==> config.mk <==
export PLATFORM = sky130hd
export DESIGN_NAME = ecc_syndrome_corrector
export DESIGN_NICKNAME = d
export VERILOG_FILES = /design/src/rtl/ecc_corr_pkg.sv /design/src/rtl/ecc_syn_classify.sv /design/src/rtl/ecc_fix_seq.sv /design/src/rtl/ecc_syndrome_corrector.sv
export SDC_FILE = /design/constraint.sdc
export NUM_CORES = 1
export LEC_CHECK = 0
export ABC_AREA = 0
export ABC_CLOCK_PERIOD_IN_PS = 9500
export BUFFER_PORTS_ARGS = -buffer_cell sky130_fd_sc_hd__clkbuf_2
export CAP_MARGIN = 15
export CORE_ASPECT_RATIO = 1.2
export CORE_MARGIN = 4
export CORE_UTILIZATION = 45
export DETAILED_ROUTE_END_ITERATION = 8
export PLACE_DENSITY = 0.68
export SLEW_MARGIN = 40
export SYNTH_ARGS = -nofsm -noshare
export SYNTH_HDL_FRONTEND = slang
export SYNTH_HIERARCHICAL = 1
export SYNTH_SLANG_ARGS = --single-unit
==> constraint.sdc <==
create_clock -name clk -period 9.5 [get_ports clk]
set_input_delay 0.95 -clock clk [delete_from_list [all_inputs] [get_ports clk]]
set_output_delay 0.95 -clock clk [all_outputs]
set_load 0.1 [all_outputs]
==> src/rtl/ecc_corr_pkg.sv <==
package ecc_corr_pkg;
  localparam int ECC_W  = 24;
  localparam int ADDR_W = 9;
  localparam int DATA_W = 8;
  localparam int BIT_W  = 3;
  localparam int ECC_BYTES = ECC_W / 8;

  typedef enum logic [2:0] {
    ST_CLEAN     = 3'd0,
    ST_BLANK     = 3'd1,
    ST_FIX_DATA  = 3'd2,
    ST_FIX_ECC   = 3'd3,
    ST_FATAL     = 3'd4
  } ecc_status_e;
endpackage

==> src/rtl/ecc_syn_classify.sv <==
module ecc_syn_classify
  import ecc_corr_pkg::*;
(
  input  logic [ECC_W-1:0]  stored,
  input  logic [ECC_W-1:0]  calc,
  output logic [ECC_W-1:0]  syn,
  output ecc_status_e       cls,
  output logic [ADDR_W-1:0] byte_addr,
  output logic [BIT_W-1:0]  bit_idx
);
  logic [ECC_BYTES-1:0] pair_ok;

  assign syn = stored ^ calc;

  // Each byte must show complementary adjacent pairs
  for (genvar g = 0; g < ECC_BYTES; g++) begin : g_pair
    logic [7:0] d;
    assign d = syn[8*g +: 8];
    assign pair_ok[g] = ((d ^ (d >> 1)) & 8'h55) == 8'h55;
  end

  assign byte_addr = {syn[17], syn[15], syn[13], syn[11], syn[9],
                      syn[7],  syn[5],  syn[3],  syn[1]};
  assign bit_idx   = {syn[23], syn[21], syn[19]};

  always_comb begin
    if (syn == '0)                          cls = ST_CLEAN;
    else if (stored == {ECC_W{1'b1}})       cls = ST_BLANK;
    else if (&pair_ok)                      cls = ST_FIX_DATA;
    else if ((syn & (syn - 1'b1)) == '0)    cls = ST_FIX_ECC;
    else                                    cls = ST_FATAL;
  end
endmodule

==> src/rtl/ecc_fix_seq.sv <==
module ecc_fix_seq
  import ecc_corr_pkg::*;
(
  input  logic              clk,
  input  logic              rst,
  input  logic              start,
  input  logic [ECC_W-1:0]  ecc_stored,
  input  logic [ECC_W-1:0]  ecc_calc,
  output logic [ECC_W-1:0]  stored_q,
  output logic [ECC_W-1:0]  calc_q,
  input  ecc_status_e       cls,
  input  logic [ADDR_W-1:0] cls_addr,
  input  logic [BIT_W-1:0]  cls_bit,
  output logic              busy,
  output logic              done,
  output ecc_status_e       status_q,
  output logic [ADDR_W-1:0] addr_q,
  output logic [BIT_W-1:0]  bit_q,
  output logic [ADDR_W-1:0] mem_addr,
  output logic              mem_re,
  output logic              mem_we,
  output logic [DATA_W-1:0] mem_wdata,
  input  logic [DATA_W-1:0] mem_rdata
);
  typedef enum logic [2:0] {S_IDLE, S_EVAL, S_READ, S_WRITE, S_FIN} seq_e;
  seq_e state;

  always_ff @(posedge clk) begin
    if (rst) begin
      state    <= S_IDLE;
      stored_q <= '0;
      calc_q   <= '0;
      status_q <= ST_CLEAN;
      addr_q   <= '0;
      bit_q    <= '0;
    end else begin
      case (state)
        S_IDLE: if (start) begin
          stored_q <= ecc_stored;
          calc_q   <= ecc_calc;
          state    <= S_EVAL;
        end
        S_EVAL: begin
          status_q <= cls;
          addr_q   <= cls_addr;
          bit_q    <= cls_bit;
          state    <= (cls == ST_FIX_DATA) ? S_READ : S_FIN;
        end
        S_READ:  state <= S_WRITE;
        S_WRITE: state <= S_FIN;
        S_FIN:   state <= S_IDLE;
        default: state <= S_IDLE;
      endcase
    end
  end

  assign busy      = (state != S_IDLE);
  assign done      = (state == S_FIN);
  assign mem_re    = (state == S_READ);
  assign mem_we    = (state == S_WRITE);
  assign mem_addr  = addr_q;
  assign mem_wdata = mem_rdata ^ (DATA_W'(1) << bit_q);

  AST_WRITE_AFTER_READ: assert property (@(posedge clk) disable iff (rst)
    mem_we |-> $past(mem_re) && mem_addr == $past(mem_addr));
  AST_WRITE_ONLY_DATA: assert property (@(posedge clk) disable iff (rst)
    mem_we |-> status_q == ST_FIX_DATA);
  AST_DONE_PULSE: assert property (@(posedge clk) disable iff (rst)
    done |=> !done);
  AST_START_IGNORED: assert property (@(posedge clk) disable iff (rst)
    (start && busy) |=> $stable(stored_q) && $stable(calc_q));
endmodule

==> src/rtl/ecc_syndrome_corrector.sv <==
module ecc_syndrome_corrector
  import ecc_corr_pkg::*;
(
  input  logic              clk,
  input  logic              rst,
  input  logic              start,
  input  logic [ECC_W-1:0]  ecc_stored,
  input  logic [ECC_W-1:0]  ecc_calc,
  output logic              busy,
  output logic              done,
  output logic [2:0]        status,
  output logic [ADDR_W-1:0] err_addr,
  output logic [BIT_W-1:0]  err_bit,
  output logic [ADDR_W-1:0] mem_addr,
  output logic              mem_re,
  output logic              mem_we,
  output logic [DATA_W-1:0] mem_wdata,
  input  logic [DATA_W-1:0] mem_rdata
);
  logic [ECC_W-1:0]  stored_q, calc_q, syn;
  ecc_status_e       cls, status_q;
  logic [ADDR_W-1:0] cls_addr;
  logic [BIT_W-1:0]  cls_bit;

  ecc_syn_classify u_cls (
    .stored    (stored_q),
    .calc      (calc_q),
    .syn       (syn),
    .cls       (cls),
    .byte_addr (cls_addr),
    .bit_idx   (cls_bit)
  );

  ecc_fix_seq u_seq (
    .clk        (clk),
    .rst        (rst),
    .start      (start),
    .ecc_stored (ecc_stored),
    .ecc_calc   (ecc_calc),
    .stored_q   (stored_q),
    .calc_q     (calc_q),
    .cls        (cls),
    .cls_addr   (cls_addr),
    .cls_bit    (cls_bit),
    .busy       (busy),
    .done       (done),
    .status_q   (status_q),
    .addr_q     (err_addr),
    .bit_q      (err_bit),
    .mem_addr   (mem_addr),
    .mem_re     (mem_re),
    .mem_we     (mem_we),
    .mem_wdata  (mem_wdata),
    .mem_rdata  (mem_rdata)
  );

  assign status = status_q;

  AST_DATA_SYN_WEIGHT: assert property (@(posedge clk) disable iff (rst)
    (done && status == 3'd2) |-> $countones(syn) == 12);
  AST_BLANK_NO_WRITE: assert property (@(posedge clk) disable iff (rst)
    mem_we |-> stored_q != {ECC_W{1'b1}});
endmodule

**Yosys cells after proc, flatten, opt, wreduce, memory -nomap -nowiden**

Cells that the tools add are included.

- Bitwise operators: 6
- Reduce and logical (&&, ||, !) cells: 6
- Muxes and demuxes: 7
- $add $sub $neg: 1
- Shift-type cells: 1
- Eq/ne operators: 10

Operator list:

| cell | count |
|---|---|
| $logic_not A24 Y1 | 2 |
| $and A24 B24 Y24 | 1 |
| $eq A24 B24 Y1 const B | 1 |
| $sub A24 B1 Y24 const B | 1 |
| $xor A24 B24 Y24 | 1 |
| $xor A7 B7 Y7 | 3 |
| $mux W3 | 6 |
| $eq A4 B4 Y1 const B | 3 |
| $pmux W3 S4 | 1 |
| $eq A3 B2 Y1 const B | 3 |
| $shl A1 B3 Y8 const A | 1 |
| $xor A8 B8 Y8 | 1 |
| $eq A3 B1 Y1 const B | 1 |
| $eq A3 B3 Y1 const B | 1 |
| $logic_not A3 Y1 | 1 |
| $reduce_and A3 Y1 | 1 |
| $reduce_bool A3 Y1 | 1 |
| $ne A2 B2 Y1 const B | 1 |
| $reduce_and A2 Y1 | 1 |

- Register bits after elaboration: 66
- Word-level logic and storage cells: 37
- Output and inout port bits: 36
- Input port bits: 59

**Longest topological paths before layout**

- Word-level depth: 11
- Depth in mapped cells: 12
- Depth with buffers taken out: 12

**By module**

Netlist, hierarchy kept.

By module, submodules not included:

| module | instances | seq. area each (sq um) | area an instance (sq um) | cells each |
|---|---|---|---|---|
| ecc_fix_seq | 1 | 1,321.3 | 3,191.8 | 320 |
| ecc_syn_classify | 1 | 0.0 | 1,053.5 | 142 |

**Worst setup path before layout**

OpenSTA, ideal clock, no wires.

- Kind: register -> output
- Start: register u_seq.bit_q[0]
- End: output port mem_wdata[7]
- Path buffers: 1
- Arrival: 2.934 ns
- Cell stages (with the launch flop): 4
- Setup slack: 5.616 ns
- Required time: 8.550 ns
- Cells stage by stage: dfxtp_1 clkbuf_1 nand3_1 xnor2_1

- Longest elaborated chain between the ends: 2

RTL lines:

| what | RTL line | RTL |
|---|---|---|
| start: declaration | ecc_fix_seq.sv:18 | `output logic [BIT_W-1:0] bit_q,` |
| start signal: assignment | ecc_fix_seq.sv:46 | `bit_q <= cls_bit;` |
| $shl A1 B3 Y8 | ecc_fix_seq.sv:62 | `assign mem_wdata = mem_rdata ^ (DATA_W'(1) << bit_q);` |
| $xor A8 B8 Y8 | ecc_fix_seq.sv:62 |  |
| end: declaration | ecc_syndrome_corrector.sv:17 | `output logic [DATA_W-1:0] mem_wdata,` |

No other way between the ends.

**Final worst setup path**

- Start: register u_seq.stored_q[11]
- End: register u_seq.state[2]

- Longest elaborated chain between the ends: 11
- Elaborated cells on any way between the ends: 16

RTL lines:

| what | RTL line | RTL |
|---|---|---|
| start: declaration | ecc_fix_seq.sv:9 | `output logic [ECC_W-1:0] stored_q,` |
| start signal: assignment | ecc_fix_seq.sv:39 | `stored_q <= ecc_stored;` |
| $xor A24 B24 Y24 | ecc_syn_classify.sv:13 | `assign syn = stored ^ calc;` |
| $sub A24 B1 Y24 | ecc_syn_classify.sv:30 | `else if ((syn & (syn - 1'b1)) == '0) cls = ST_FIX_ECC;` |
| $and A24 B24 Y24 | ecc_syn_classify.sv:30 |  |
| $logic_not A24 Y1 | ecc_syn_classify.sv:30 |  |
| $mux W3 | ecc_syn_classify.sv:30 |  |
| $mux W3 | ecc_syn_classify.sv:29 | `else if (&pair_ok) cls = ST_FIX_DATA;` |
| $mux W3 | ecc_syn_classify.sv:28 | `else if (stored == {ECC_W{1'b1}}) cls = ST_BLANK;` |
| $mux W3 * | ecc_syn_classify.sv:27 | `if (syn == '0) cls = ST_CLEAN;` |
| via cls[2] | ecc_syndrome_corrector.sv:21 | `ecc_status_e cls, status_q;` |
| $eq A3 B2 Y1 * | ecc_fix_seq.sv:47 | `state <= (cls == ST_FIX_DATA) ? S_READ : S_FIN;` |
| $mux W3 * | ecc_fix_seq.sv:47 |  |
| $pmux W3 S4 * | ecc_fix_seq.sv:37 | `case (state)` |
| end signal: assignment | ecc_fix_seq.sv:47 |  |
| end: declaration | ecc_fix_seq.sv:26 | `seq_e state;` |

The timed path passes the listed nets; every way through them passes the cells marked *.
A chain may end at the register's enable or synchronous reset.

==> impl_metrics.py <==
metrics = {
    "yosys": {
        "avgSynthCellArea_um2": 9.258,
        "yosysWarnings": 6,
        "syn_nets": 521,
        "syn_area_um2": 4148,
        "syn_inst": 448,
    },
    "sta": {
        "tightest_slew_ps": 803.7,
        "whs_ps": 476.2,
        "relSlewSlack_pct": 46.42,
        "timing.final.crit_share_pct": 34.61,
        "post-route-min-period_ps": 3288,
        "hold_violations": 0,
        "fin_skew_ps": 8.682,
        "max_freq_mhz": 304.1,
        "fin_tns_setup_ps": 0,
        "finalMaxSlewViolations": 0,
        "setup_viol": 0,
        "rsz0062_at_grt": "no",
    },
    "place": {
        "place_area_um2": 4581,
        "numPortBuffers": 94,
        "hpwl_mm": 6.609,
        "finalWeightedCongestion": 0.9047,
        "dp.cells": 629,
    },
    "floorplan": {
        "num_io_pins": 95,
        "die_area_um2": 10820,
        "rows": 38,
        "core_um2": 9034,
        "die_height_um": 113.2,
        "initial_utilization_pct": 45.91,
        "fp.dieW_um": 95.64,
    },
    "drt": {
        "wl_mm": 8.559,
        "vias_per_cell": 4.873,
        "drtIter0Drc": 152,
        "dr.pass1.iters": 4,
        "post-route-drc-count": 0,
        "route.antenna.remaining_nets": 0,
        "wl_per_cell_um": 13.27,
        "vias": 3143,
    },
    "clocking": {
        "post_cts_buffers": 0,
        "clk_latency_ps": 350,
        "cts_htree_levels": 3,
        "clkTransAtPathRegs_ps": 60,
        "cts_buffers": 9,
        "cts_buffer_depth": 2,
        "cts_sinks": 66,
        "cts_resized": 0,
        "cts_tree": "done",
        "cts_hold_buf": 0,
        "cts-root-buf": "clkbuf_8",
    },
    "layout": {
        "finalNonFillerCells": 645,
        "num_antenna_cells": 0,
        "fin_area_um2": 4766,
        "drive_above_1_share_pct": 24.95,
        "layout.nets": 593,
        "syn_to_final_growth_pct": 14.90,
    },
    "grt": {
        "overflow": 0,
        "grt_pass1_wl_mm": 14.42,
        "grt_max_degree": 92,
        "grt_pass1_vias": 3103,
        "grt.total_usage_pct": 16.83,
        "antenna_found_initial": 0,
    },
    "worst_setup_path": {
        "path_cells": "xnor2_1, ha_1, and3_1, and3_1, o221ai_1, a2111oi_0, nand4_1, nor4_4, nor4_1, or4b_1, nor2b_1",
        "crit_slowest_cell": "or4b_1",
        "crit_required_ps": 9740,
        "timing.rr.start": "u_seq/stored_q[11]",
        "critical_path_class": "register to register",
        "startpoint": "u_seq/stored_q[11]",
        "critPathCaptureType": "register",
        "critical-path-max-stage-delay_ps": 550,
        "cp-start-kind": "register",
        "arrival_ps": 3530,
        "path_common_cell": "and3_1",
        "rrSetupSlack_ps": 6210,
        "crit_path_max_fanout": 5,
    },
    "pwr": {
        "pwr_density_cell_nw_per_um2": 158.3,
        "pwr-share-clk_pct": 29.8,
        "switchingPower_w": 0.0002627,
        "p_comb_share_pct": 28.9,
        "internal_power_w": 0.0004915,
        "swShare_pct": 34.83,
        "ir_worst_vdd_v": 0.00008277,
        "p_seq_share_pct": 41.2,
        "p_leak_nw": 2.100,
    },
    "worst_hold_path": {
        "hold_start": "u_seq/status_q[1]",
        "hold_path_class": "register to register",
    },
    "job": {
        "cap_violations": 0,
    },
    "run_status": {
        "status": "completed",
    },
}
per-layer routing:
metal / track usage [%] / share of wire (%) / up-vias
met1: 22.31 / 46 / 1416
li1: - / - / 1626
met5: 0 / 0 / -
met2: 26.53 / 47 / 89
met4: 8.065 / 2.2 / 0
met3: 2.527 / 4.8 / 12
stage by stage:
| stage | util (%) | setup slack (ps) | power, W |
|---|---|---|---|
| 2_1_floorplan | - | 5616 | 0.0004923 |
| 3_3_place_gp | 50.71 | 6343 | 0.0005338 |
| 3_5_place_dp | 50.71 | 6210 | 0.0005361 |
| 4_1_cts | 52.76 | 6201 | 0.0007637 |
| 5_1_grt | 52.76 | 5856 | 0.0007988 |
| 6_report | 52.76 | 6212 | 0.0007542 |
power groups by stage:
stage	clock network, W	logic [W]	registers, W
6_report	0.000225	0.000218	0.000311
5_1_grt	0.000245	0.000240	0.000314
4_1_cts	0.000233	0.000219	0.000311
3_5_place_dp	0	0.000218	0.000318
3_3_place_gp	0	0.000217	0.000317
2_1_floorplan	0	0.000163	0.000330
worst max-delay path: cells and delay by family, from the launching register on:
family	cells	cell delay, ps
simple gates	7	1720
compound gates	2	490
xor+xnor	1	360
flops	1	330
fa+ha+maj	1	260
layout by cell type, fill, tap and decap left out, types with 2 or more instances in the layout:
| cell | count |
|---|---|
| nand2b_1 | 126 |
| clkbuf_2 | 94 |
| dfxtp_1 | 66 |
| mux2i_1 | 63 |
| inv_1 | 20 |
| xnor2_1 | 16 |
| ha_1 | 14 |
| nand4_1 | 11 |
| xor2_1 | 10 |
| clkbuf_8 | 9 |
| nor2_1 | 9 |
| a21oi_1 | 6 |
| nor3_1 | 5 |
| nor3b_1 | 5 |
| clkinv_2 | 4 |
| xnor2_2 | 4 |
| nand2_1 | 4 |
| nand3_1 | 4 |
| a31oi_1 | 4 |
| nor4_1 | 4 |
| inv_2 | 3 |
| o21ai_0 | 3 |
| nand3b_1 | 3 |
| buf_4 | 3 |
| xor2_2 | 2 |
| nor4_4 | 2 |
| and3_1 | 2 |
| or3_1 | 2 |
registers in the layout, summed over array words and instances (netlist names):
| signal | flops |
|---|---|
| u_seq/status_q | 3 |
| u_seq/state | 3 |
| u_seq/stored_q | 24 |
| u_seq/calc_q | 24 |
| u_seq/addr_q | 9 |
| u_seq/bit_q | 3 |
area by class of cell:
type / count / area (um2)
Clock inverter: 6 / 57.56
Fill cell: 890 / 4268
Sequential cell: 66 / 1321
Clock buffer: 10 / 127.6
Timing Repair Buffer: 97 / 493.0
Inverter: 23 / 86.33
Tap cell: 120 / 150.1
Multi-Input combinational cell: 323 / 2530
final timing paths:
| path | end | depth (start not counted) |
|---|---|---|
| worst max-delay path | u_seq/state[2] | 11 |
| worst min-delay path | u_seq/status_q[1] | 2 |
| worst max register to register | u_seq/state[2] | 11 |
| worst min register to register | u_seq/status_q[1] | 2 |
Note: power is estimated with default switching activity, not from simulation.
